<file path="src/rtl/wavelet2d_pkg.sv">
package wavelet2d_pkg;
  typedef enum logic [1:0] {ST_IDLE, ST_RUN, ST_DRAIN, ST_DONE} fold_state_e;

  function automatic int imax(int a, int b);
    return (a > b) ? a : b;
  endfunction
endpackage

</file>
<file path="src/rtl/wavelet2d_addr.sv">
module wavelet2d_addr #(
  parameter int W  = 16,
  parameter int IW = 6,
  parameter int AW = 7
) (
  input  logic          col,
  input  logic [IW-1:0] line,
  input  logic [IW-1:0] pos,
  output logic [AW-1:0] addr
);
  logic [AW-1:0] row_i, col_i;
  // Row pass: line is the row. Column pass: line is the column.
  always_comb begin
    row_i = col ? AW'(pos) : AW'(line);
    col_i = col ? AW'(line) : AW'(pos);
    addr  = row_i * AW'(W) + col_i;
  end
endmodule

</file>
<file path="src/rtl/wavelet2d_window.sv">
module wavelet2d_window #(
  parameter int DW  = 12,
  parameter int LEN = 5
) (
  input  logic                 clk,
  input  logic                 rst_n,
  input  logic                 shift,
  input  logic                 clear,
  input  logic signed [DW-1:0] din,
  output logic signed [DW-1:0] win [LEN]
);
  // win[m] holds the sample m positions older than the newest one.
  // clear starts a new line: older slots fill with zeros (left padding).
  always_ff @(posedge clk) begin
    if (!rst_n) begin
      for (int m = 0; m < LEN; m++) win[m] <= '0;
    end else if (shift) begin
      win[0] <= din;
      for (int m = 1; m < LEN; m++) win[m] <= clear ? '0 : win[m-1];
    end
  end
endmodule

</file>
<file path="src/rtl/wavelet2d_fir.sv">
module wavelet2d_fir #(
  parameter int DW   = 12,
  parameter int CW   = 12,
  parameter int FRAC = 3,
  parameter int TAPS = 5,
  parameter int signed COEF [TAPS] = '{default: 0}
) (
  input  logic                 clk,
  input  logic signed [DW-1:0] win [TAPS],
  output logic signed [DW-1:0] y
);
  localparam int PW = DW + CW;
  localparam int SW = PW + $clog2(TAPS) + 1;
  localparam logic signed [SW-1:0] RND = SW'(1) <<< (FRAC - 1);

  logic signed [PW-1:0] prod [TAPS];
  logic signed [SW-1:0] acc;

  // Stage 1: constant products, one per tap.
  always_ff @(posedge clk) begin
    for (int t = 0; t < TAPS; t++)
      prod[t] <= PW'(win[t]) * PW'(CW'(COEF[t]));
  end

  // Stage 2: rounded sum, wrapped back to sample width.
  always_comb begin
    acc = RND;
    for (int t = 0; t < TAPS; t++) acc = acc + SW'(prod[t]);
  end

  always_ff @(posedge clk) y <= DW'(acc >>> FRAC);
endmodule

</file>
<file path="src/rtl/wavelet2d_fold.sv">
module wavelet2d_fold
  import wavelet2d_pkg::*;
#(
  parameter int DW      = 12,
  parameter int CW      = 12,
  parameter int FRAC    = 3,
  parameter int W       = 16,
  parameter int H       = 8,
  parameter int LEVELS  = 3,
  parameter int LP_TAPS = 5,
  parameter int HP_TAPS = 3,
  parameter int signed LP_COEF [LP_TAPS] = '{-1, 2, 6, 2, -1},
  parameter int signed HP_COEF [HP_TAPS] = '{-4, 8, -4},
  parameter int AW      = $clog2(W * H)
) (
  input  logic          clk,
  input  logic          rst_n,
  input  logic          start,
  output logic          done,
  output logic [AW-1:0] a_addr,
  output logic          a_we,
  output logic [DW-1:0] a_wdata,
  input  logic [DW-1:0] a_rdata,
  output logic [AW-1:0] b_addr,
  output logic          b_we,
  output logic [DW-1:0] b_wdata,
  input  logic [DW-1:0] b_rdata
);
  localparam int LMAX = imax(LP_TAPS, HP_TAPS);
  localparam int C    = (LMAX - 1) / 2;
  localparam int IW   = $clog2(imax(W, H) + LMAX) + 1;
  localparam int LVW  = $clog2(LEVELS) + 1;

  typedef struct packed {
    logic          vld;
    logic          real_s;
    logic          first;
    logic          emit;
    logic [IW-1:0] line;
    logic [IW-1:0] k;
  } rtok_t;

  typedef struct packed {
    logic          emit;
    logic [IW-1:0] line;
    logic [IW-1:0] k;
  } wtok_t;

  fold_state_e   st;
  logic [LVW-1:0] lev;
  logic          col;
  logic [IW-1:0] line, j;
  logic [1:0]    dcnt;
  logic [IW-1:0] wl, hl, nlen, nlines, half, jc, rd_pos;
  logic          issue, rd_real;
  rtok_t         tok0, tok1;
  wtok_t         tok2, tok3, tok4;
  logic [AW-1:0] rd_addr, wr_addr;

  // Size of the current line and pass.
  always_comb begin
    wl     = IW'(W) >> lev;
    hl     = IW'(H) >> lev;
    nlen   = col ? hl : wl;
    nlines = col ? wl : hl;
    half   = nlen >> 1;
    jc     = j - IW'(C);
  end

  // Issue stage: one read slot per cycle. The last C slots of a line feed zeros (right padding).
  always_comb begin
    issue       = (st == ST_RUN);
    rd_real     = (j < nlen);
    rd_pos      = rd_real ? j : '0;
    tok0.vld    = issue;
    tok0.real_s = issue && rd_real;
    tok0.first  = issue && (j == '0);
    tok0.emit   = issue && (j >= IW'(C)) && !jc[0];
    tok0.line   = line;
    tok0.k      = jc >> 1;
  end

  wavelet2d_addr #(.W(W), .IW(IW), .AW(AW)) u_rd_addr (
    .col(col), .line(line), .pos(rd_pos), .addr(rd_addr)
  );

  // Pass sequencer.
  always_ff @(posedge clk) begin
    if (!rst_n) begin
      st   <= ST_IDLE;
      lev  <= '0;
      col  <= 1'b0;
      line <= '0;
      j    <= '0;
      dcnt <= '0;
    end else begin
      case (st)
        ST_IDLE: if (start) begin
          st   <= ST_RUN;
          lev  <= '0;
          col  <= 1'b0;
          line <= '0;
          j    <= '0;
        end
        ST_RUN: begin
          if (j == nlen - IW'(1) + IW'(C)) begin
            j <= '0;
            if (line == nlines - IW'(1)) begin
              line <= '0;
              dcnt <= '0;
              st   <= ST_DRAIN;
            end else begin
              line <= line + IW'(1);
            end
          end else begin
            j <= j + IW'(1);
          end
        end
        ST_DRAIN: begin
          dcnt <= dcnt + 2'd1;
          if (dcnt == 2'd3) begin
            if (col && (lev == LVW'(LEVELS - 1))) begin
              st <= ST_DONE;
            end else begin
              st <= ST_RUN;
              if (col) lev <= lev + LVW'(1);
              col <= !col;
            end
          end
        end
        default: st <= ST_IDLE;
      endcase
    end
  end

  // Sample window and the two filters. Both branches share one window, so their outputs are aligned.
  logic signed [DW-1:0] din, y_lp, y_hp;
  logic signed [DW-1:0] win    [LMAX];
  logic signed [DW-1:0] lp_win [LP_TAPS];
  logic signed [DW-1:0] hp_win [HP_TAPS];

  assign din = tok1.real_s ? $signed(col ? b_rdata : a_rdata) : '0;

  wavelet2d_window #(.DW(DW), .LEN(LMAX)) u_win (
    .clk(clk), .rst_n(rst_n), .shift(tok1.vld), .clear(tok1.first), .din(din), .win(win)
  );

  for (genvar t = 0; t < LP_TAPS; t++) begin : g_lp_tap
    assign lp_win[t] = win[C - t + (LP_TAPS - 1) / 2];
  end
  for (genvar t = 0; t < HP_TAPS; t++) begin : g_hp_tap
    assign hp_win[t] = win[C - t + (HP_TAPS - 1) / 2];
  end

  wavelet2d_fir #(.DW(DW), .CW(CW), .FRAC(FRAC), .TAPS(LP_TAPS), .COEF(LP_COEF)) u_lp_fir (
    .clk(clk), .win(lp_win), .y(y_lp)
  );
  wavelet2d_fir #(.DW(DW), .CW(CW), .FRAC(FRAC), .TAPS(HP_TAPS), .COEF(HP_COEF)) u_hp_fir (
    .clk(clk), .win(hp_win), .y(y_hp)
  );

  // Token pipeline matched to data: read, window, products, sum.
  logic                 hold_vld;
  logic [IW-1:0]        hold_pos, hold_line;
  logic signed [DW-1:0] hold_data;

  always_ff @(posedge clk) begin
    if (!rst_n) begin
      tok1     <= '0;
      tok2     <= '0;
      tok3     <= '0;
      tok4     <= '0;
      hold_vld <= 1'b0;
    end else begin
      tok1     <= tok0;
      tok2     <= '{emit: tok1.emit, line: tok1.line, k: tok1.k};
      tok3     <= tok2;
      tok4     <= tok3;
      hold_vld <= tok4.emit;
    end
  end

  always_ff @(posedge clk) begin
    hold_pos  <= half + tok4.k;
    hold_line <= tok4.line;
    hold_data <= y_hp;
  end

  // Output routing: LP now, HP from the hold register in the next cycle.
  logic                 wr_en;
  logic [IW-1:0]        wr_pos, wr_line;
  logic signed [DW-1:0] wr_data;

  always_comb begin
    wr_en   = tok4.emit || hold_vld;
    wr_pos  = hold_vld ? hold_pos  : tok4.k;
    wr_line = hold_vld ? hold_line : tok4.line;
    wr_data = hold_vld ? hold_data : y_lp;
  end

  wavelet2d_addr #(.W(W), .IW(IW), .AW(AW)) u_wr_addr (
    .col(col), .line(wr_line), .pos(wr_pos), .addr(wr_addr)
  );

  // Memory role swap: row passes read A and write B; column passes do the reverse.
  always_comb begin
    a_addr  = col ? wr_addr : rd_addr;
    a_we    = col && wr_en;
    a_wdata = wr_data;
    b_addr  = col ? rd_addr : wr_addr;
    b_we    = !col && wr_en;
    b_wdata = wr_data;
    done    = (st == ST_DONE);
  end

  assert_done_pulse_R10: assert property (@(posedge clk) disable iff (!rst_n)
    done |=> !done) else $error("done longer than one cycle");

  assert_done_after_write_R10: assert property (@(posedge clk) disable iff (!rst_n)
    done |-> $past(hold_vld)) else $error("done not right after final write");

  assert_no_write_collision_R8: assert property (@(posedge clk) disable iff (!rst_n)
    hold_vld |-> !tok4.emit) else $error("LP and HP writes collide");

  assert_idle_quiet_R2: assert property (@(posedge clk) disable iff (!rst_n)
    (st == ST_IDLE) |-> !(a_we || b_we)) else $error("write while idle");
endmodule

</file>
<file path="config.mk">
export PLATFORM = sky130hd
export DESIGN_NAME = wavelet2d_fold
export DESIGN_NICKNAME = d
export VERILOG_FILES = /design/src/rtl/wavelet2d_pkg.sv /design/src/rtl/wavelet2d_addr.sv /design/src/rtl/wavelet2d_window.sv /design/src/rtl/wavelet2d_fir.sv /design/src/rtl/wavelet2d_fold.sv
export SDC_FILE = /design/constraint.sdc
export NUM_CORES = 1
export LEC_CHECK = 0
export BUFFER_PORTS_ARGS = -buffer_cell sky130_fd_sc_hd__buf_2
export CORE_MARGIN = 2
export CORE_UTILIZATION = 66
export CTS_BUF_LIST = sky130_fd_sc_hd__clkbuf_16
export CTS_CLUSTER_SIZE = 12
export DETAILED_ROUTE_END_ITERATION = 8
export PLACE_DENSITY = 0.83
export SLEW_MARGIN = 20
export SYNTH_ARGS = -nofsm -noshare
export SYNTH_HDL_FRONTEND = slang
export SYNTH_SLANG_ARGS = --single-unit
</file>
<file path="constraint.sdc">
create_clock -name clk -period 9.7 [get_ports clk]
set_clock_uncertainty 0.1 [all_clocks]
set_input_delay 1.455 -clock clk [delete_from_list [all_inputs] [get_ports clk]]
set_output_delay 1.455 -clock clk [all_outputs]
set_load 0.02 [all_outputs]
</file>
# Word level (Yosys, flattened, before mapping)
# Memories as Yosys holds them, arrays and structs flattened.
# Cells that the tools add are included.
# word_totals
ram_bits	186
inputBits	27
ff_bits	184
out_inout_bits	41
n_memories	2
word_cells	139
# memory_table
name	words	width	read_ports	rd_ports_with_merged_regs	wr	line_no	source
u_lp_fir.prod	5	24	5	0	5	wavelet2d_fir.sv:16	logic signed [PW-1:0] prod [TAPS];
u_hp_fir.prod	3	22	3	0	3	wavelet2d_fir.sv:16	
# classes
n_mux	42
order_cmp	2
mul	1
reduce_logical	21
add_sub_neg	23
n_eq_ne	13
shifts	2
# op_table
operator	count
adder 15 bit	6
2-to-1 mux 12 bit	7
2-to-1 mux 6 bit	11
negator 12 -> 24 bit	2
negator 12 -> 22 bit	2
adder 4 x 15 -> 15 bit (first input constant)	2
case mux 6 bit (2 select lines)	2
2-to-1 mux 3 bit	6
multiplier 12 x 3 -> 15 bit (second input constant)	1
adder 7 bit	2
2-to-1 mux 2 bit	7
2-to-1 mux 7 bit	2
adder 6 x 1 -> 6 bit (second input constant)	2
== test 6 bit	2
subtractor 6 x 1 -> 6 bit (second input constant)	2
!= test 2 bit (second input constant)	4
AND reduction 4 bit	2
logical AND 1 bit	7
adder 5 x 6 -> 6 bit	1
adder 6 x 2 -> 6 bit (second input constant)	1
== test 2 bit (second input constant)	3
greater-or-equal comparator 6 x 2 -> 1 bit (second input constant)	1
logical NOT 6 bit	1
less-than comparator 6 bit	1
20 further kinds	27

# Depth between registers and ports, before layout
# Gate-level depths: netlist of run 1.
# depth
depth_word	7
ltp_mapped	20
mapped_depth_nobuf	19

# Modules after synthesis
# Synthesis of run 1 repeated with hierarchy kept, for this count alone.
# hier_totals
hier_cells	1316
area_unflattened_um2	13765.7
# by_module_without_submodules
mod	seq_area_each_um2	cells_per_inst	n_inst	area_per_inst_um2
wavelet2d_fold	1921.8	466	1	4579.4
wavelet2d_fir at u_lp_fir	1601.5	440	1	4470.5
wavelet2d_window	1201.2	205	1	2319.7
wavelet2d_fir at u_hp_fir	1001.0	175	1	2080.7
wavelet2d_addr	0.0	15	2	157.7

# Worst setup path after synthesis of run 1
# OpenSTA, ideal clock, no wires.
# synth_path
path_type	register to output
startpoint	reg col
endpoint	out a_addr[6]
arrival_time_ns	3.848
path_stages_with_launch	20
n_path_buf	3
t_required_ns	8.145
setup_slack_ns	4.297
cell_sequence	dfxtp_1 -> buf_4 -> buf_2 -> buf_1 -> nand2_1 -> nand2b_1 -> inv_1 -> ha_1 -> nor2b_1 -> o21a_1 -> o21a_1 -> o21ai_0 -> and2_0 -> nand2_1 -> o21ai_0 -> ha_1 -> inv_1 -> fa_1 -> xor2_1 -> a21oi_1
# synth_via
elab_chain_len	6
elab_cells_between_ends	10
cone_classes	add/sub: 2; order compare: 1; mux: 7
# synth_rtl
element	line_no	source
start: declaration	wavelet2d_fold.sv:51	logic col;
start signal: assignment	wavelet2d_fold.sv:127	col <= !col;
2-to-1 mux 6 bit	wavelet2d_fold.sv:64	nlen = col ? hl : wl;
less-than comparator 6 bit	wavelet2d_fold.sv:73	rd_real = (j < nlen);
2-to-1 mux 6 bit	wavelet2d_fold.sv:74	rd_pos = rd_real ? j : '0;
2-to-1 mux 3 bit or 2-to-1 mux 6 bit (tied branches)	wavelet2d_addr.sv:14, wavelet2d_addr.sv:15	
adder 7 bit	wavelet2d_addr.sv:16	addr = row_i * AW'(W) + col_i;
2-to-1 mux 7 bit (*)	wavelet2d_fold.sv:207	a_addr = col ? wr_addr : rd_addr;
end: declaration	wavelet2d_fold.sv:20	output logic [AW-1:0] a_addr,
# Mark *: on every way between the ends. The rest lies on a longest branch, timed or not.

# Final worst setup path of run 1
# layout_path
startpoint	reg lev[2]
endpoint	out a_addr[6]
# layout_via
elab_chain_len	7
elab_cells_between_ends	9
cone_classes	add/sub: 1; order compare: 1; shift: 2; mux: 5
# layout_rtl
element	line_no	source
start: declaration	wavelet2d_fold.sv:50	logic [LVW-1:0] lev;
start signal: assignment	wavelet2d_fold.sv:126	if (col) lev <= lev + LVW'(1);
>> shifter 5 x 3 -> 6 bit or >> shifter 4 x 3 -> 6 bit (tied branches)	wavelet2d_fold.sv:62, wavelet2d_fold.sv:63	
2-to-1 mux 6 bit (*)	wavelet2d_fold.sv:64	
less-than comparator 6 bit (*)	wavelet2d_fold.sv:73	
2-to-1 mux 6 bit (*)	wavelet2d_fold.sv:74	
2-to-1 mux 3 bit or 2-to-1 mux 6 bit (tied branches)	wavelet2d_addr.sv:14, wavelet2d_addr.sv:15	
adder 7 bit (*)	wavelet2d_addr.sv:16	
2-to-1 mux 7 bit (*)	wavelet2d_fold.sv:207	
# Marked as above.

==> results.txt, run 1 <==
* Unrepaired setup endpoints after global routing: no
* WHS: 224 ps
- Share of synthesized area occupied by flip-flops and latches: 42.2%
* Placeable core region: 20100 um^2
- Global-route wire length before repair: 45500 um
- Antenna diode count: 0
- Register bit count reported by yosys: 283
* Final standard cell count with taps included and fillers excluded: 1719
- From left edge to right edge, the die measures 147 um.
* Post-detailed-placement half-perimeter wirelength: 19500 um
- In this run the power density over the cells is 158 nW/um^2.
- The final number of hold-violating endpoints came to 0.
- # resized after CTS: 0
* Standard-cell row count: 52
- TritonCTS created 29 clock buffers.
- Maximum number of pins on one net before global-route repair: 131
- For this run, the detailed router's first-pass iteration total came to 5.
- WL final: 27400 um
- The library cell used most frequently in the layout, excluding fill and tap cells, is sky130_fd_sc_hd__dfxtp_1.
* Count of cell types in the netlist: 72
- For this design the top-level I/O count stands at 68.
- Based on the critical path, the design can be clocked at up to 158 MHz.
* Endpoint required time on the critical path: 8150 ps
- Total setup buffers inserted after CTS: 0
- Weighted congestion at the end of routability-driven global placement: 0.860
- In this run the cell area measured after placement is 13800 um^2.
- Clock H-tree levels: 1
- Max-cap violations in this run came to 0.
- Yosys Warn Count: 0
- Via-per-instance ratio: 5.42
- Fraction of registers with async set/reset: 0%
- The number of antenna violations at the first check in global routing was 0.
* Fraction of final layout cells with drive strength greater than 1: 9.87%
* Initial Util: 66.7%
* Iteration-0 DRC Markers: 452
- After layout, the minimum clock period comes to 6330 ps.
- Root Buffer Master: sky130_fd_sc_hd__clkbuf_16
- For this design, the sink count on the clock tree is 283.
- For the final routed database, the setup TNS stands at 0 ps.
- Compared with the post-synthesis result, the final layout area differs by 8.91%.
- Total via count after detailed routing: 9321
- Synthesis produced 1402 cells.
- The die is 147 um tall.
- Dividing the detail-routed wire length by the instance count gives 16.0 um.
- Clock tree from TritonCTS: built
- After clock tree synthesis, the clock-pin slew on the worst setup and hold paths is 60 ps.
- The most used flip-flop cell after synthesis is sky130_fd_sc_hd__dfxtp_1.
- The detail route stage leaves a number of antenna-violating nets equal to 0.
- Number of design rule violations left after detail routing: 0
* Die Outline Area: 21500 um^2
- In this run the cell area of the synthesized design comes to 13400 um^2.
- Tightest Pin Transition: 1010 ps
- Global routing used 26.1% of the available tracks across all layers.
* Avg Cell Area, Syn: 9.57 um^2
* Post-route standard cell area excluding fillers: 14600 um^2
- Maximum vdd drop: 138 uV
- The max-slew violation count is 0.
* Static Leak: 0.00657 uW
* EDFF count, synth: 0
* CTS max path bufs: 3
- During placement, the flow inserted port buffers numbering 67.
* Post-layout nets: 1591
- In this run the worst path has a maximum fanout of 17.
* Cell count after placement: 1673
* Worst-case setup slack after placement: 3990 ps
* Status: complete, no violations
- Data arrival time of the critical path: 4780 ps
- The clock reaches the later pin of the worst-skew pair after 550 ps.
- Summed over all layers, the global routing overflow is 0.
- Post-layout worst setup margin: 3370 ps
- Max transition margin: 32.4%
* Via count of the first global-routing pass: 9417
- Leaving out fill and tap cells, the most frequent cells in the layout are sky130_fd_sc_hd__dfxtp_1, sky130_fd_sc_hd__inv_1, sky130_fd_sc_hd__and2_1.
- In this run the worst hold path is classified as reg -> reg.
* Tcrit/Tclk final: 65.3%
* Startpoint type of the worst setup path: flop
- The number of hold buffers added after CTS was 0.
- Final Setup Violations: 0
- Synthesized net count: 1559
- STA classifies the critical path endpoint as a primary output.
* Worst setup path category: reg -> out
critical path, stage by stage, from the launching register on:
cell,delay [ps]
sky130_fd_sc_hd__dfxtp_1,650
sky130_fd_sc_hd__inv_1,130
sky130_fd_sc_hd__ha_1,320
sky130_fd_sc_hd__nor2b_1,170
sky130_fd_sc_hd__nand2b_1,220
sky130_fd_sc_hd__inv_1,90
sky130_fd_sc_hd__ha_1,210
sky130_fd_sc_hd__nor2b_1,130
sky130_fd_sc_hd__o21a_1,160
sky130_fd_sc_hd__o21a_1,160
sky130_fd_sc_hd__o21ai_0,240
sky130_fd_sc_hd__and2_0,340
sky130_fd_sc_hd__nand2_1,100
sky130_fd_sc_hd__o21ai_0,190
sky130_fd_sc_hd__ha_1,190
sky130_fd_sc_hd__inv_1,50
sky130_fd_sc_hd__fa_1,410
sky130_fd_sc_hd__xor2_1,170
sky130_fd_sc_hd__a21oi_1,140
sky130_fd_sc_hd__buf_2,170
worst paths after layout:
kind | from | end | slack, ps | cells past startpoint
worst max register to register | u_lp_fir.prod[0][1]$_DFF_P_ | u_lp_fir.y[10]$_DFF_P_ | 5560 | 13
worst min-delay path | u_hp_fir.y[9]$_DFF_P_ | hold_data[9]$_DFF_P_ | 220 | 0
worst max-delay path | lev[2]$_SDFFE_PN0P_ | a_addr[6] | 3370 | 19
worst min register to register | u_hp_fir.y[9]$_DFF_P_ | hold_data[9]$_DFF_P_ | 220 | 0
cell families (layout without fill, tap and decap cells):
family	after synthesis	count (layout)	share of synthesized area (%)
multiplexers	43	43	3.46
XOR/XNOR	100	100	6.63
adder cells (fa/ha/maj)	130	130	15.1
AND/OR/NAND/NOR	385	385	15.2
buffers and inverters	274	321	8.22
flip-flops	283	283	42.2
AO/OA/AOI/OAI	187	187	9.15
per-stage QoR:
stage / util (%) / power [uW]
2_1_floorplan: - / 1320
3_3_place_gp: 68.6 / 1350
5_1_grt: 72.7 / 2390
3_5_place_dp: 68.6 / 1360
6_report: 72.7 / 2310
4_1_cts: 72.7 / 2330
synth_stat cells, drive strengths merged, types with 17 or more instances:
cell | number | area (um^2)
fa | 54 | 1080
nor3 | 21 | 105
nand3 | 25 | 125
and2 | 113 | 707
ha | 76 | 951
xnor2 | 77 | 674
mux2 | 17 | 191
xor2 | 22 | 193
nor2 | 54 | 203
o21ai | 19 | 95.1
inv | 202 | 758
o22ai | 61 | 382
clkbuf | 43 | 161
a21oi | 40 | 200
nand2 | 93 | 349
buf | 28 | 179
dfxtp | 283 | 5670
mux2i | 25 | 250
layer usage:
metal  track usage, %  up-vias  share of wire (%)
li1                 -     4584                  -
met2             47.1      230                 51
met3             3.47       75                4.7
met5                0        -                  0
met1             31.9     4432                 41
met4             9.66        0                3.4
where the power goes:
part,internal [uW],total [uW],switching (uW)
Combinational,51.0,128,77.4
Clock,549,978,429
Sequential,1180,1200,18.3
Total,1780,2310,525
flip-flops by register name, indices dropped and copies added, names as in the netlist, 3 cells and up:
register,cells
j,6
u_lp_fir.prod,65
u_hp_fir.y,12
u_lp_fir.y,12
hold_data,12
tok2,12
line,6
tok1,15
hold_pos,6
tok3,12
u_win.win,60
u_hp_fir.prod,38
lev,3
hold_line,6
tok4,12
area by class of cell:
class	count	area, um^2
clock inverter	16	68.8
clock buffer	30	751
sequential	283	5670
timing repair buffer	72	373
multi-input combinational	845	6650
tap	270	338
fill	1434	5490
inverter	203	762
(Power assumes the default switching activity.)
==> run 2, diff against run 1 <==
- ABC_AREA: unset -> 1
- CORE_UTILIZATION: 66 -> 61
- PLACE_DENSITY: 0.83 -> 0.77
- clock period: 9.7 -> 6.64 ns (I/O delays scaled with it)
==> results.txt, run 2 <==
* Final Setup Violations: 0 (unchanged)
- Adder-Cell Fraction of Synth Area: 15.4% (+0.23 points)
- Post-detailed-placement half-perimeter wirelength: 21200 um (+8.7%)
* Die Outline Area: 22900 um^2 (+6.4%)
- The cell count of the worst hold path was 0 (unchanged).
- The post-CTS setup-driven buffer insertion count is 0 (unchanged).
- Endpoint required time on the critical path: 5540 ps (-2610 ps)
- Iteration-0 DRC Markers: 596 (+32%)
- Startpoint of the lowest-slack hold path: u_hp_fir.y[6]$_DFF_P_
- The synthesized-area fraction occupied by and/or/nand/nor cells is 15.2% (+0.039 points).
- Tightest Pin Transition: 949 ps (-64.6 ps)
- Placeable core region: 21200 um^2 (+5.2%)
- The largest total area in the synthesized netlist belongs to sky130_fd_sc_hd__dfxtp_1.
- Met2 demand-to-capacity share in global routing: 45.4% (-1.7 points)
- The post-layout total power came to 7750 uW (+240%).
* Register with the most flip-flops: u_lp_fir.prod
- Register-to-Register Setup Slack: 2910 ps (-2650 ps)
- The flow ran to the end, and the final reports show no timing, DRC or antenna violations.
- After global routing, the most crowded layer is met2.
- Static timing analysis puts the maximum clock frequency at 183 MHz.
- Share of synthesized area occupied by flip-flops and latches: 42.9% (+0.64 points)
- The path class of the tightest hold or removal check is reg -> reg.
* Unrepaired setup endpoints after global routing: no
- The number of remaining DRC errors came to 0 (unchanged).
* Maximum number of pins on one net before global-route repair: 81 (-38%)
* Total Negative Setup Slacks: 0 ps (unchanged)
- In the post-synthesis netlist, the cell with the most instances is sky130_fd_sc_hd__dfxtp_1.
- The depth of the worst register-to-register path was 17 (+4).
- Cells after synthesis: 1549 (+10%)
- The async set-or-reset flop fraction in the synthesized netlist came to 0% (unchanged).
- The critical path starts at col$_SDFFE_PN0P_.
- Via-per-instance ratio: 5.24 (-3.3%)
- Max reg flops: 65 (unchanged)
- The total via count in the routed design was 9863 (+5.8%).
* Avg Cell Area, Syn: 8.53 um^2 (-11%)
* Fraction of power consumed by the clock network: 18.5% (-24 points)
* Total count of hold-check failures in the final report: 0 (unchanged)
* Clock H-tree levels: 1 (unchanged)
* Post-route ant nets: 0 (unchanged)
- The global route total overflow was 0 (unchanged).
- The internal power contribution is 4460 uW (+150%).
- Count of hold buffers inserted by post-cts repair: 0 (unchanged)
- Leaving out fill and tap cells, the most frequent cells in the layout are sky130_fd_sc_hd__dfxtp_1, sky130_fd_sc_hd__inv_1, sky130_fd_sc_hd__nand2_1.
- Fraction of final layout cells with drive strength greater than 1: 8.71% (-1.2 points)
* Pre-Repair DR Iteration Count: 6 (+1)
- Reg power frac: 31.7% (-20 points)
* Standard-cell row count: 53 (+1.9%)
- The largest registers in the layout are u_lp_fir.prod x65, u_win.win x60, u_hp_fir.prod x38.
* Clock tree from TritonCTS: built
- The register clock-pin slew on the reported worst setup and hold paths came to 50 ps (about the same).
- In this run the critical register-to-register path is launched from u_lp_fir.prod[0][6]$_DFF_P_.
* Antenna violations before repair: 0 (unchanged)
- Static Leak: 0.00710 uW (+8.1%)
- Sw Ratio: 42.4% (+20 points)
- The number of CTS-inserted buffers was 29 (unchanged).
* Clock latency on the worst-skew pair: 540 ps (about the same)
- # resized after CTS: 0 (unchanged)
- All-Layer GR Usage: 25.9% (-0.16 points)
- Register bit count reported by yosys: 283 (unchanged)
- Data arrival time of the critical path: 4360 ps (-420 ps)
- The parity-gate share of the synthesized area counting xor and xnor cells came to 6.23% (-0.40 points).
- Startpoint type of the worst setup path: flop
- Share of the synthesized area in the top cell type: 42.9% (+0.64 points)
* Sinks on the clock net: 283 (unchanged)
* Average detailed-routed wire length per instance: 15.5 um (-3.1%)
* Most frequent standard cell in the layout excluding fill and tap cells: sky130_fd_sc_hd__dfxtp_1
- Relative to the synthesized area, the layout overhead comes to 9.58%.
- The height of the die came to 151 um (+3.2%).
- By area, the combinational part of the netlist is dominated by adder cells.
* Met1 usage: 33.9% (+2.0 points)
- The wire length of the first global-routing pass came to 46800 um (+2.8%).
- The area fraction in compound gates after synthesis came to 10.2% (+1.0 points).
- Worst min-delay path endpoint: hold_data[6]$_DFF_P_
* Buffers added on ports: 67 (unchanged)
* Via count of the first global-routing pass: 9467 (+0.53%)
- Post-synthesis mux area share: 0.606% (-2.9 points)
- The top-level I/O count was 68 (unchanged).
- The max-slew violation count was 0 (unchanged).
* Combinational share of power: 49.7% (+44 points)
- In this run the critical register-to-register path is captured at u_lp_fir.y[9]$_DFF_P_.
- Dominant synthesized flop cell: sky130_fd_sc_hd__dfxtp_1
- Power per standard cell area: 535 nW/um^2 (+240%)
- The commonest cells after synthesis are sky130_fd_sc_hd__dfxtp_1, sky130_fd_sc_hd__inv_1, sky130_fd_sc_hd__nand2_1, sky130_fd_sc_hd__a21oi_1, sky130_fd_sc_hd__nor2_1.
* Tcrit/Tclk final: 82.2%
- After layout, the minimum clock period comes to 5460 ps.
- Leading cell types by total area after synthesis: sky130_fd_sc_hd__dfxtp_1, sky130_fd_sc_hd__fa_1, sky130_fd_sc_hd__ha_1
- The highest fanout seen on the critical path came to 48 (+31).
- The horizontal die dimension is 151 um (+3.2%).
- Category of the worst setup path capture point: primary output
- CTS max path bufs: 3 (unchanged)
- WL final: 29100 um (+6.1%)
* EDFF count, synth: 0 (unchanged)
* Post-synthesis instance area: 13200 um^2 (-1.5%)
* Power spent charging and discharging nets: 3290 uW (+530%)
- Synthesized net count: 1706 (+9.4%)
* Antenna diode count: 0 (unchanged)
- Met3 Resource Use GR: 3.07% (-0.40 points)
- Count of cell types in the netlist: 45 (-38%)
- Root Buffer Master: sky130_fd_sc_hd__clkbuf_16
* Max-capacitance violation count: 0 (unchanged)
- Weighted congestion at the end of routability-driven global placement: 0.921 (+7.2%)
* Post-layout nets: 1751 (+10%)
- By startpoint and endpoint, the worst setup path is classified as reg -> out.
- The worst supply voltage drop on vdd was 383 uV (+180%).
- Yosys Warn Count: 0 (unchanged)
- Max transition margin: 36.7% (+4.3 points)
- The starting density of the core was 62.5% (-4.3 points).
run 2: cell types whose count changed after synthesis, sizes merged, moves of 47 or more:
cell / delta
xnor2: -52
inv: +58
and2: -113
nor2: +67
xor2: +47
nand2: +150
a21oi: +83
o22ai: -57
o21ai: +65
run 2: through the flow:
step / hold WS (ps) / instance area (um^2) / std cells / setup slack (ps) / util (%)
floorplan: 210 / 13200 / 1549 / 2500 / -
global placement: 210 / 13700 / 1838 / 1850 / 64.6
detailed placement: 212 / 13700 / 1838 / 1780 / 64.6
CTS: 225 / 14500 / 1882 / 1210 / 68.5
global route: 235 / 14500 / 1882 / 836 / 68.5
finish: 225 / 14500 / 1882 / 1180 / 68.5
run 2: how the worst max path moves through the flow:
| stage | endpoint | depth (start not counted) |
|---|---|---|
| global placement | a_addr[6] | 19 |
| floorplan | b_addr[6] | 20 |
| global route | a_addr[6] | 20 |
| finish | a_addr[6] | 19 |
| CTS | a_addr[6] | 19 |
| detailed placement | a_addr[6] | 20 |
run 2: area by class of cell:
type,count,area (um^2)
Fill cell,1659,6670
Multi-Input combinational cell,945,6290
Clock buffer,29,726
Sequential cell,283,5670
Tap cell,275,344
Timing Repair Buffer,73,380
Inverter,262,986
Clock inverter,15,93.8
run 2: cell families after synthesis:
family | count (synthesis)
buffers and inverters | 321
DFF | 283
muxes | 8
and+or+nand+nor | 466
AOI/OAI and AO/OA | 247
xor gates and xnor gates | 94
adders and majority gates | 130
run 2: critical path, stage by stage, from the launching register on:
cell and delay (ps):
sky130_fd_sc_hd__dfxtp_1 290, sky130_fd_sc_hd__buf_4 270, sky130_fd_sc_hd__inv_2 530, sky130_fd_sc_hd__nand3_2 210
sky130_fd_sc_hd__nand2_2 190, sky130_fd_sc_hd__inv_2 50, sky130_fd_sc_hd__ha_1 290, sky130_fd_sc_hd__a21oi_1 130
sky130_fd_sc_hd__o21a_1 140, sky130_fd_sc_hd__nand2_1 120, sky130_fd_sc_hd__nor2_1 160, sky130_fd_sc_hd__nand2_1 70
sky130_fd_sc_hd__o21ai_0 100, sky130_fd_sc_hd__ha_1 170, sky130_fd_sc_hd__inv_1 50, sky130_fd_sc_hd__fa_1 380
sky130_fd_sc_hd__or2_2 320, sky130_fd_sc_hd__nand3_1 70, sky130_fd_sc_hd__o21ai_0 80, sky130_fd_sc_hd__buf_2 190
run 2: layer usage:
layer | vias up | wire, um | part of all wire, %
met2 | 267 | 14100 | 48
met3 | 47 | 1310 | 4.5
met4 | 0 | 743 | 2.6
met1 | 4599 | 13000 | 45
met5 | - | 0 | 0
li1 | 4950 | - | -
run 2: power groups by stage:
stage	clock network, uW	registers (uW)	logic (uW)
6_report	1440	2460	3850
5_1_grt	1530	2500	4400
4_1_cts	1460	2460	3860
3_5_place_dp	0	2490	3810
3_3_place_gp	0	2470	3710
2_1_floorplan	0	2400	3000
==> run 3, diff against run 2 <==
- ABC_AREA: 1 -> 0
- CORE_UTILIZATION: 61 -> 62
- PLACE_DENSITY: 0.77 -> 0.79
- clock period: 6.64 -> 5.1 ns (I/O delays scaled with it)
==> results.txt, run 3 (same netlist as run 1, synthesis figures left out) <==
- Highest fanout seen on the critical path: 8 (-83%)
- Register-to-Register Setup Slack: 1120 ps (-1790 ps)
- Clock tree from TritonCTS: built
- The total via count in the routed design came to 9224 (-6.5%).
- Grt total ovfl: 0 (unchanged)
- Weighted congestion at the end of routability-driven global placement: 0.885 (-3.9%)
- For hold timing, the worst endpoint is hold_data[1]$_DFF_P_.
- Root Buffer Master: sky130_fd_sc_hd__clkbuf_16
- The largest registers in the layout are u_lp_fir.prod x65, u_win.win x60, u_hp_fir.prod x38.
- The post-layout total power is 4390 uW (-43%).
- The site row count was 53 (unchanged).
- Worst reg2reg path endpoint: u_lp_fir.y[10]$_DFF_P_
* All-Layer GR Usage: 23.7% (-2.2 points)
- Category of the worst setup path capture point: primary output
* WL final: 26300 um (-9.7%)
- The library cells used most frequently in the layout, excluding fill and tap cells, are sky130_fd_sc_hd__dfxtp_1, sky130_fd_sc_hd__inv_1, sky130_fd_sc_hd__and2_1.
- The number of antenna violations at the first check in global routing came to 0 (unchanged).
* Fraction of power consumed by the clock network: 42.3% (+24 points)
- Sinks on the clock net: 283 (unchanged)
- Post-layout nets: 1595 (-8.9%)
- Max reg flops: 65 (unchanged)
- The number of failing setup endpoints in the final timing report was 0 (unchanged).
- The die outline area came to 22800 um^2 (-0.13%).
- Worst setup path category: reg -> out
* CTS max path bufs: 3 (unchanged)
* Average detailed-routed wire length per instance: 15.2 um (-1.6%)
- Maximum vdd drop: 270 uV (-30%)
* Pre-Repair DR Iteration Count: 5 (-1)
* Register with the most flip-flops: u_lp_fir.prod
- The critical path goes through ha_2 -> ha_4 -> nor2b_2 -> nand2b_1 -> inv_1 -> ha_1 -> nor2b_1 -> o21a_1 -> o21a_1 -> o21ai_2 -> and2_4 -> nand2_1 -> o21ai_1 -> ha_1 -> inv_1 -> fa_1 -> xor2_1 -> a21oi_1 -> buf_2.
- The utilization after layout is 69.4% (+0.98 points).
* Buffers added on ports: 67 (unchanged)
- After layout, the worst path uses 95.9% of the clock period.
* Reg power frac: 52.1% (+20 points)
* Most frequent standard cell in the layout excluding fill and tap cells: sky130_fd_sc_hd__dfxtp_1
- In this run the most critical hold path is launched from u_hp_fir.y[1]$_DFF_P_.
- The largest net degree at the start of global routing came to 110 (+36%).
- The leakage power of the design came to 0.00659 uW (-7.2%).
- Sw Ratio: 22.3% (-20 points)
* Placeable core region: 21200 um^2 (unchanged)
- Max-capacitance violation count: 0 (unchanged)
- The number of levels in the clock H-tree came to 1 (unchanged).
- Fraction of final layout cells with drive strength greater than 1: 10.7% (+2.0 points)
* Worst hold path stage count: 0 (unchanged)
- Tightest Pin Transition: 1010 ps (+62.7 ps)
* Power per standard cell area: 299 nW/um^2 (-44%)
- Via-per-instance ratio: 5.34 (+1.9%)
- Derived from the worst setup path, the maximum achievable clock frequency is 205 MHz.
- IO Pins: 68 (unchanged)
- Die extent in y: 151 um (about the same)
- The register clock-pin slew on the reported worst setup and hold paths was 60 ps (about the same).
- Count of hold buffers inserted by post-cts repair: 0 (unchanged)
- The internal power contribution is 3410 uW (-24%).
- The accumulated negative setup slack is 0 ps (unchanged).
- The max-slew violation count was 0 (unchanged).
- Setup repair after global routing left no endpoint under its margin.
- The net switching power came to 980 uW (-70%).
* Number of filler instances in the final layout: 1637 (-1.3%)
* Data arrival time of the critical path: 4020 ps (-340 ps)
- CP max stage delay: 410 ps (-120 ps)
- Number of design rule violations left after detail routing: 0 (unchanged)
- The count of routing violations after the opening detailed-route iteration is 461 (-23%).
- Subtracting the final worst setup slack from the clock period gives 4890 ps.
- Layout-stage area growth over the synthesis result: 9.50% (about the same)
* Post-detailed-placement half-perimeter wirelength: 19200 um (-9.5%)
* Worst min-delay path category: reg -> reg
* Slowest cell on crit path: sky130_fd_sc_hd__fa_1
- The antenna violation net count after detailed routing was 0 (unchanged).
- The total inserted antenna cells was 0 (unchanged).
* Startpoint type of the worst setup path: flop
- The clock latency on the worst-skew pair came to 540 ps (about the same).
- The combinational power share came to 5.6% (-44 points).
* Via count of the first global-routing pass: 8942 (-5.5%)
* Length in cells of the worst reg-to-reg path: 13 (-4)
- The horizontal die dimension is 151 um (about the same).
* Total count of hold-check failures in the final report: 0 (unchanged)
- Critical R2R Launch: u_lp_fir.prod[0][1]$_DFF_P_
- The flow ran to the end, and the final reports show no timing, DRC or antenna violations.
* Endpoint required time on the critical path: 4240 ps (-1300 ps)
- The starting density of the core is 63.4% (+0.94 points).
- The wire length of the first global-routing pass is 43100 um (-8.0%).
- WHS: 225 ps (+0.128 ps)
* Total clock buffers created by CTS: 29 (unchanged)
* Max transition margin: 32.6% (-4.2 points)
## run 3: cell count changes in the layout (fill, tap and decap cells not counted), moves of 22 or more
cell / change
sky130_fd_sc_hd__a21oi_1: -83
sky130_fd_sc_hd__nor2_1: -63
sky130_fd_sc_hd__and2_1: +112
sky130_fd_sc_hd__inv_1: -51
sky130_fd_sc_hd__xor2_1: -47
sky130_fd_sc_hd__xnor2_1: +52
sky130_fd_sc_hd__nand3_1: -22
sky130_fd_sc_hd__o22ai_1: +57
sky130_fd_sc_hd__nand2_1: -144
sky130_fd_sc_hd__a211oi_1: -23
sky130_fd_sc_hd__o21ai_0: -63
## run 3: routing by layer
metal	wire [um]	track usage, %	vias to the layer above
met1	11500	30.5	4350
met4	711	7.57	0
li1	-	-	4607
met3	1200	3.55	58
met2	12900	41.3	209
met5	0	0	-
## run 3: worst max path at each step
stage                              from   endpoint  slack [ps]  depth (start not counted)
floorplan              col$_SDFFE_PN0P_  a_addr[6]         390                         19
global placement    lev[0]$_SDFFE_PN0P_  a_addr[6]         410                         20
detailed placement  lev[0]$_SDFFE_PN0P_  a_addr[6]         290                         20
CTS                 lev[0]$_SDFFE_PN0P_  a_addr[6]          20                         19
global route        lev[1]$_SDFFE_PN0P_  b_addr[6]          10                         19
finish              lev[1]$_SDFFE_PN0P_  a_addr[6]         210                         19
## run 3: power groups by stage
| stage | clock, uW | combinational, uW | sequential [uW] |
|---|---|---|---|
| 2_1_floorplan | 0 | 205 | 2310 |
| 3_3_place_gp | 0 | 240 | 2340 |
| 3_5_place_dp | 0 | 243 | 2340 |
| 4_1_cts | 1900 | 245 | 2290 |
| 5_1_grt | 1990 | 272 | 2290 |
| 6_report | 1860 | 244 | 2290 |
## run 3: cell type report
type,instances,area (um^2),share of cell area [%]
multi-input cells,845,6690,45.5
repair buffers,76,405,2.76
clock inverters,16,88.8,0.605
inverters,203,762,5.19
clock buffers,29,726,4.94
flip-flops and latches,283,5680,38.6
well taps,275,344,2.34
## run 3: stage by stage
step,worst slack (ps),cell area (um^2),std cells
detailed placement,285,13800,1681
CTS,17.8,14700,1726
finish,211,14700,1727
global placement,415,13800,1681
global route,12.6,14700,1727
floorplan,387,13400,1402
## run 3: critical path, delay by kind of cell, from the launching register on
family | cells | cell delay (ps)
AO/OA/AOI/OAI | 5 | 780
XOR/XNOR | 1 | 170
adder cells (fa/ha/maj) | 5 | 1200
buffers and inverters | 3 | 280
flip-flops | 1 | 370
AND/OR/NAND/NOR | 5 | 700
## run 3: what timing repair did
item                       in CTS  in global routing
resized for setup               8                 10
pin swaps                       0                  0
setup endpoints to repair       4                  4
buffers inserted                0                  1
